--- config.mk ---
export PLATFORM = sky130hd
export DESIGN_NAME = iobank_mapper
export DESIGN_NICKNAME = d
export VERILOG_FILES = /design/src/rtl/iobank_pkg.sv /design/src/rtl/iobank_port_decode.sv /design/src/rtl/iobank_page_latch.sv /design/src/rtl/iobank_addr_map.sv /design/src/rtl/iobank_mapper.sv
export SDC_FILE = /design/constraint.sdc
export NUM_CORES = 1
export LEC_CHECK = 0
export BUFFER_PORTS_ARGS = -buffer_cell sky130_fd_sc_hd__buf_4
export CORE_MARGIN = 10
export CORE_UTILIZATION = 35
export CTS_CLUSTER_DIAMETER = 120
export CTS_CLUSTER_SIZE = 24
export DETAILED_ROUTE_END_ITERATION = 10
export GPL_ROUTABILITY_DRIVEN = 0
export PLACE_DENSITY = 0.71
export SLEW_MARGIN = 5
export SYNTH_ARGS = -nofsm -noshare
export SYNTH_HDL_FRONTEND = slang
export SYNTH_HIERARCHICAL = 1
export SYNTH_SLANG_ARGS = --single-unit
--- constraint.sdc ---
create_clock -name clk -period 1 [get_ports clk]
set_clock_uncertainty 0.15 [all_clocks]
set_input_delay 0.1 -clock clk [delete_from_list [all_inputs] [get_ports clk]]
set_output_delay 0.1 -clock clk [all_outputs]
set_load 0.02 [all_outputs]
--- src/rtl/iobank_pkg.sv ---
package iobank_pkg;
  typedef enum logic {
    HALF_LOW  = 1'b0,
    HALF_HIGH = 1'b1
  } half_e;

  function automatic half_e half_of(input logic top_bit);
    return top_bit ? HALF_HIGH : HALF_LOW;
  endfunction
endpackage

--- src/rtl/iobank_port_decode.sv ---
module iobank_port_decode #(
  parameter int unsigned DEC_W = 8,
  parameter logic [DEC_W-1:0] PORT_ADDR = '1
) (
  input  logic [DEC_W-1:0] addr_lo,
  input  logic             io_wr,
  output logic             hit
);
  assign hit = io_wr && (addr_lo == PORT_ADDR);
endmodule

--- src/rtl/iobank_page_latch.sv ---
module iobank_page_latch #(
  parameter int unsigned PAGE_W = 4
) (
  input  logic              clk,
  input  logic              rst,
  input  logic              load,
  input  logic [PAGE_W-1:0] din,
  output logic [PAGE_W-1:0] page
);
  always_ff @(posedge clk) begin
    if (rst)       page <= '0;
    else if (load) page <= din;
  end
endmodule

--- src/rtl/iobank_addr_map.sv ---
module iobank_addr_map
  import iobank_pkg::*;
#(
  parameter int unsigned ADDR_W  = 16,
  parameter int unsigned PAGE_W  = 4,
  parameter int unsigned PAGE_LO = 0,
  parameter int unsigned PAGE_HI = 15
) (
  input  logic                     clk,
  input  logic                     rst,
  input  logic [ADDR_W-1:0]        cpu_addr,
  input  logic                     mem_req,
  input  logic [PAGE_W-1:0]        page,
  output logic [PAGE_W+ADDR_W-2:0] phys_addr,
  output logic                     card_sel
);
  localparam int unsigned OFF_W    = ADDR_W - 1;
  localparam int unsigned PAGE_MAX = (1 << PAGE_W) - 1;
  localparam logic [PAGE_W-1:0] LO_P = PAGE_LO[PAGE_W-1:0];
  localparam logic [PAGE_W-1:0] HI_P = PAGE_HI[PAGE_W-1:0];

  half_e             half;
  logic [PAGE_W-1:0] eff_page;
  logic              in_rng;

  always_comb begin
    half     = half_of(cpu_addr[ADDR_W-1]);
    eff_page = (half == HALF_HIGH) ? page : '0;
  end

  generate
    if (PAGE_LO == 0 && PAGE_HI >= PAGE_MAX) begin : g_full
      assign in_rng = 1'b1;
    end else if (PAGE_LO == 0) begin : g_top_only
      assign in_rng = (eff_page <= HI_P);
    end else if (PAGE_HI >= PAGE_MAX) begin : g_bot_only
      assign in_rng = (eff_page >= LO_P);
    end else begin : g_both
      assign in_rng = (eff_page >= LO_P) && (eff_page <= HI_P);
    end
  endgenerate

  always_ff @(posedge clk) begin
    if (rst) begin
      phys_addr <= '0;
      card_sel  <= 1'b0;
    end else begin
      phys_addr <= {eff_page, cpu_addr[OFF_W-1:0]};
      card_sel  <= mem_req && in_rng;
    end
  end
endmodule

--- src/rtl/iobank_mapper.sv ---
module iobank_mapper #(
  parameter int unsigned ADDR_W    = 16,
  parameter int unsigned DATA_W    = 8,
  parameter int unsigned PAGE_W    = 4,
  parameter int unsigned DEC_W     = 8,
  parameter int unsigned PORT_ADDR = 255,
  parameter int unsigned PAGE_LO   = 0,
  parameter int unsigned PAGE_HI   = 15
) (
  input  logic                     clk,
  input  logic                     rst,
  input  logic [ADDR_W-1:0]        cpu_addr,
  input  logic [DATA_W-1:0]        cpu_data,
  input  logic                     io_wr,
  input  logic                     mem_req,
  output logic [PAGE_W+ADDR_W-2:0] phys_addr,
  output logic                     card_sel
);
  logic              port_hit;
  logic [PAGE_W-1:0] page_q;
  logic              unused_hi_data;

  assign unused_hi_data = ^cpu_data[DATA_W-1:PAGE_W];

  iobank_port_decode #(
    .DEC_W(DEC_W), .PORT_ADDR(PORT_ADDR[DEC_W-1:0])
  ) u_dec (
    .addr_lo(cpu_addr[DEC_W-1:0]), .io_wr(io_wr), .hit(port_hit)
  );

  iobank_page_latch #(.PAGE_W(PAGE_W)) u_latch (
    .clk(clk), .rst(rst), .load(port_hit),
    .din(cpu_data[PAGE_W-1:0]), .page(page_q)
  );

  iobank_addr_map #(
    .ADDR_W(ADDR_W), .PAGE_W(PAGE_W), .PAGE_LO(PAGE_LO), .PAGE_HI(PAGE_HI)
  ) u_map (
    .clk(clk), .rst(rst), .cpu_addr(cpu_addr), .mem_req(mem_req),
    .page(page_q), .phys_addr(phys_addr), .card_sel(card_sel)
  );
endmodule

# Word-level counts from Yosys, hierarchy flattened
# Cells that the tools add are included.
# classes
n_eq_ne,1
muxes,1
n_bitwise,1
n_reduce_logical,2
# ops
op,count
$eq A8 B8 Y1 const B,1
$reduce_or A2 Y1,1
$logic_and A1 B1 Y1,1
$mux W1,1
$not A1 Y1,1
# word_totals
regBits,24
in_bits,28
word_cells,9

# Logic depth before layout (Yosys ltp)
# logic_depth
word_depth,3
ltp_mapped,5
depth_no_buf,4

# Hierarchy
# The synthesis kept the hierarchy.
# modules_own_cells
module,n_inst,cells_each,area_each_um2
iobank_addr_map,1,42,574.3
iobank_page_latch,1,13,140.1
iobank_port_decode,1,4,25.0

# Worst setup path after synthesis
# No wires, ideal clock.
# synth_path
path_type,in2reg
start,in io_wr
end,reg u_latch.page[0]
setup_ns,0.114
arrival_ns,0.735
required_ns,0.736
path_slack_ns,0.001
stages,5
n_path_buf,1
path_cell_list,nand4_1 nor3_2 clkbuf_2 mux2i_1 nor2_1
# synth_between
elab_chain_cells,1
# synth_lines
element,line,text
start: declaration,iobank_mapper.sv:14,"input logic io_wr,"
$logic_and A1 B1 Y1,iobank_port_decode.sv:9,assign hit = io_wr && (addr_lo == PORT_ADDR);
named net port_hit,iobank_mapper.sv:19,logic port_hit;
end signal: assignment,iobank_page_latch.sv:12,else if (load) page <= din;
end: declaration,iobank_page_latch.sv:8,output logic [PAGE_W-1:0] page
# The timed path passes the listed nets, and every way through them passes these cells.
# A chain may end at the register's enable or synchronous reset.

# Worst setup path after layout
# layout_path
start,reg u_map.phys_addr[17]
end,out phys_addr[17]
# layout_lines
element,line,text
start: declaration,iobank_addr_map.sv:14,"output logic [PAGE_W+ADDR_W-2:0] phys_addr,"
start signal: assignment,iobank_addr_map.sv:48,"phys_addr <= {eff_page, cpu_addr[OFF_W-1:0]};"
end: declaration,iobank_mapper.sv:16,"output logic [PAGE_W+ADDR_W-2:0] phys_addr,"
# No word-level cell between the ends.

==> impl_results.md <==
- Flip-flop and latch count after synthesis: 24
- Iteration-0 DRC Markers: 15
- Starting density of the core: 0.373
- Routed wirelength normalized by instance count: roughly 14 µm
- Average via count per standard cell: between 4 and 5
- P&R area growth vs syn: 92.0%
- Die area: 4350 µm²
- Worst-case vdd ir drop: roughly 740 µV
- Clk sink count: 24
- Clock slew at reported path FFs: about 0.12 ns
- Critical path data arrival time: 0.77 ns
- Sequential element share of the synthesized area: 0.650
- Layout cells sized above 1: 0.616
- Largest delay contributor family on the critical path: flip-flops
- I/O Buffers: 43
- 1st-pass router iterations: 4
- Pwr/cell area: between 1000 and 1500 nW/µm²
- CTS Hold Buffers Added: 21
- Final critical delay including setup and external delays: 1.02 ns
- Root buffer cell: sky130_fd_sc_hd__clkbuf_4
- Number of vias in the routed layout: 634
- Mapped Cells: 59
- Cell variety after synth: 13
- CP Launch Type: flip-flop
- Pin count of the biggest net entering global routing: 22
- CTS tree: built
- Kind of end point of the critical path: primary output
- Cells along the critical path: buf_6
- Count of synthesis-stage warnings from yosys: 6
- Antenna Violating Nets Remaining: 0
- Violated checks: hold timing, setup timing
- Relative slew slack: 0.855
- Number of placed I/O pins: 48
- Static leakage: ~0.64 nW
- Total count of max-transition violations in the final report: 0
- Dominant cell type by area after synthesis: sky130_fd_sc_hd__dfxtp_1
- Global routing usage on met1: 0.0993
- Critical Setup Path Class: flip-flop to primary output
- RSZ-0062 raised after global routing: true
- Most common library cell in the layout ignoring fill and taps: sky130_fd_sc_hd__buf_4
- # setup viols final: 20
- Measured slew at the worst slew-check pin: ~0.22 ns
- GR met2 Demand/Resource: 0.171
- Post-Synthesis Net Count: between 80 and 90
- GRT busiest layer: met2
- Antenna diode count: 0
- Share of Yosys cell area claimed by the top area cell type: 0.650
- Worst path bufs/invs: 1
- Crit-path slowest cell: sky130_fd_sc_hd__dfxtp_2
- Final total negative setup slack: -0.116 ns
- Required arrival time at the worst endpoint: ~0.75 ns
- Total standard cell area after synthesis: ~740 µm²
- Die height: 66.0 µm
- First-pass GRT wire length: 3330 µm
- Maximum Capacitance Violations: 0
- Number of buffers created by CTS: 3
- Final worst path period share: 1.02
- GR Util met3: 0.0356
- Largest buffer count on any clock path: 2
- Post-Route Hold Slack: -0.0435 ns
- Largest driver fanout on the critical path: 1
- Number of global-route vias before repair: slightly below 700
- DIE WIDTH: 66.0 µm
- Tot GR Track Use: 0.0974
- Path class of the lowest-slack min-delay path: primary input to flip-flop
- Min setup slack post-route: -0.0169 ns
- Highest-count cells in the layout ignoring fill and taps: 25 x sky130_fd_sc_hd__buf_4, 21 x sky130_fd_sc_hd__dlygate4sd3_1, 20 x sky130_fd_sc_hd__buf_6, 20 x sky130_fd_sc_hd__dfxtp_2
- Area of the core region: between 1500 and 2000 µm²
- Count of buffers added by post-CTS timing repair for setup: 0
- H-Tree Depth: 1
- Initial antenna violation count: 0
- Top cells by area, synth: sky130_fd_sc_hd__dfxtp_1 65%, sky130_fd_sc_hd__nor2b_2 9.5%, sky130_fd_sc_hd__nor2b_1 6.8%
- Outcome: complete, but fails checks
- Total Wirelength: roughly 2200 µm
- Util after Layout: 0.717
- Insertion delay to the later sink of the worst-skew pair: around 0.30 ns
- Core Rows: 16
- Highest clock rate: a little under 1 GHz
- Syn_area_per_cell: 12.5 µm²
- Hold Vio Cnt, Final: 16
- Remaining routing DRC violations: 0
- Total number of nets in the final design: about 160
- Delay of the slowest cell on the worst path: ~0.34 ns
- Total gr overflow: 0
==> routing by layer <==
metal	routed length, µm	part of all wire	up-vias
met5	0	0	-
met4	25	0.012	0
met3	189	0.087	2
met2	1100	0.51	26
met1	846	0.39	286
li1	-	-	320
==> cells by family (layout without fill, tap and decap cells) <==
family	count (synthesis)	in the layout	share of synthesized area
buffers and inverters	3	69	0.0321
DFF	24	24	0.650
muxes	4	4	0.0541
and+or+nand+nor	28	28	0.264
==> stage by stage <==
stage / instance area, µm² / hold WS (ns) / std cells / total power [mW] / worst slack [ns]
floorplan: 739 / 0.0224 / 59 / 1.11 / 0.000905
global placement: 1090 / 0.161 / 128 / 1.24 / -0.124
detailed placement: 1090 / 0.166 / 128 / 1.24 / -0.135
CTS: 1420 / -0.0501 / 152 / 1.73 / -0.0281
global route: 1420 / -0.0494 / 152 / 1.79 / -0.0492
finish: 1420 / -0.0435 / 152 / 1.72 / -0.0169
==> cell usage after synthesis <==
| cell | instances |
|---|---|
| sky130_fd_sc_hd__and3b_1 | 4 |
| sky130_fd_sc_hd__nand4_1 | 1 |
| sky130_fd_sc_hd__nand3_1 | 1 |
| sky130_fd_sc_hd__dfxtp_1 | 24 |
| sky130_fd_sc_hd__nand2_1 | 1 |
| sky130_fd_sc_hd__buf_6 | 1 |
| sky130_fd_sc_hd__nor2_1 | 4 |
| sky130_fd_sc_hd__nor2b_1 | 8 |
| sky130_fd_sc_hd__nor2b_2 | 8 |
| sky130_fd_sc_hd__clkbuf_4 | 1 |
| sky130_fd_sc_hd__clkbuf_2 | 1 |
| sky130_fd_sc_hd__nor3_2 | 1 |
| sky130_fd_sc_hd__mux2i_1 | 4 |
==> path summary, 6_finish.rpt <==
path	from	slack, ns	cells past startpoint	end
hold reg to reg	u_latch/page[3]	0.37	2	u_latch/page[3]
hold / removal	rst	-0.04	2	u_map/phys_addr[4]
setup reg to reg	u_latch/page[1]	0.24	2	u_latch/page[1]
setup / recovery	u_map/phys_addr[17]	-0.02	1	phys_addr[17]
==> state kept, by name, summed over array words and instances (netlist names) <==
name,count
u_latch/page,4
u_map/phys_addr,19
u_map/card_sel,1
==> final cells by class <==
class	count	area [µm²]
Tap cell	27	33.8
Sequential cell	24	505
Clock buffer	3	22.5
Multi-Input combinational cell	32	235
Timing Repair Buffer	66	623
Fill cell	142	562
==> power by group <==
group	internal (mW)	switching [mW]	total, mW
Combinational	0.199	0.113	0.312
Sequential	0.997	0.0150	1.01
Clock	0.140	0.256	0.397
==> repair_timing <==
item | 4_1_cts | 5_1_grt
hold endpoints to repair | 24 | 16
setup endpoints to repair | 20 | 20
resized for setup | 40 | 0
Power figures use the tool's default switching activity.
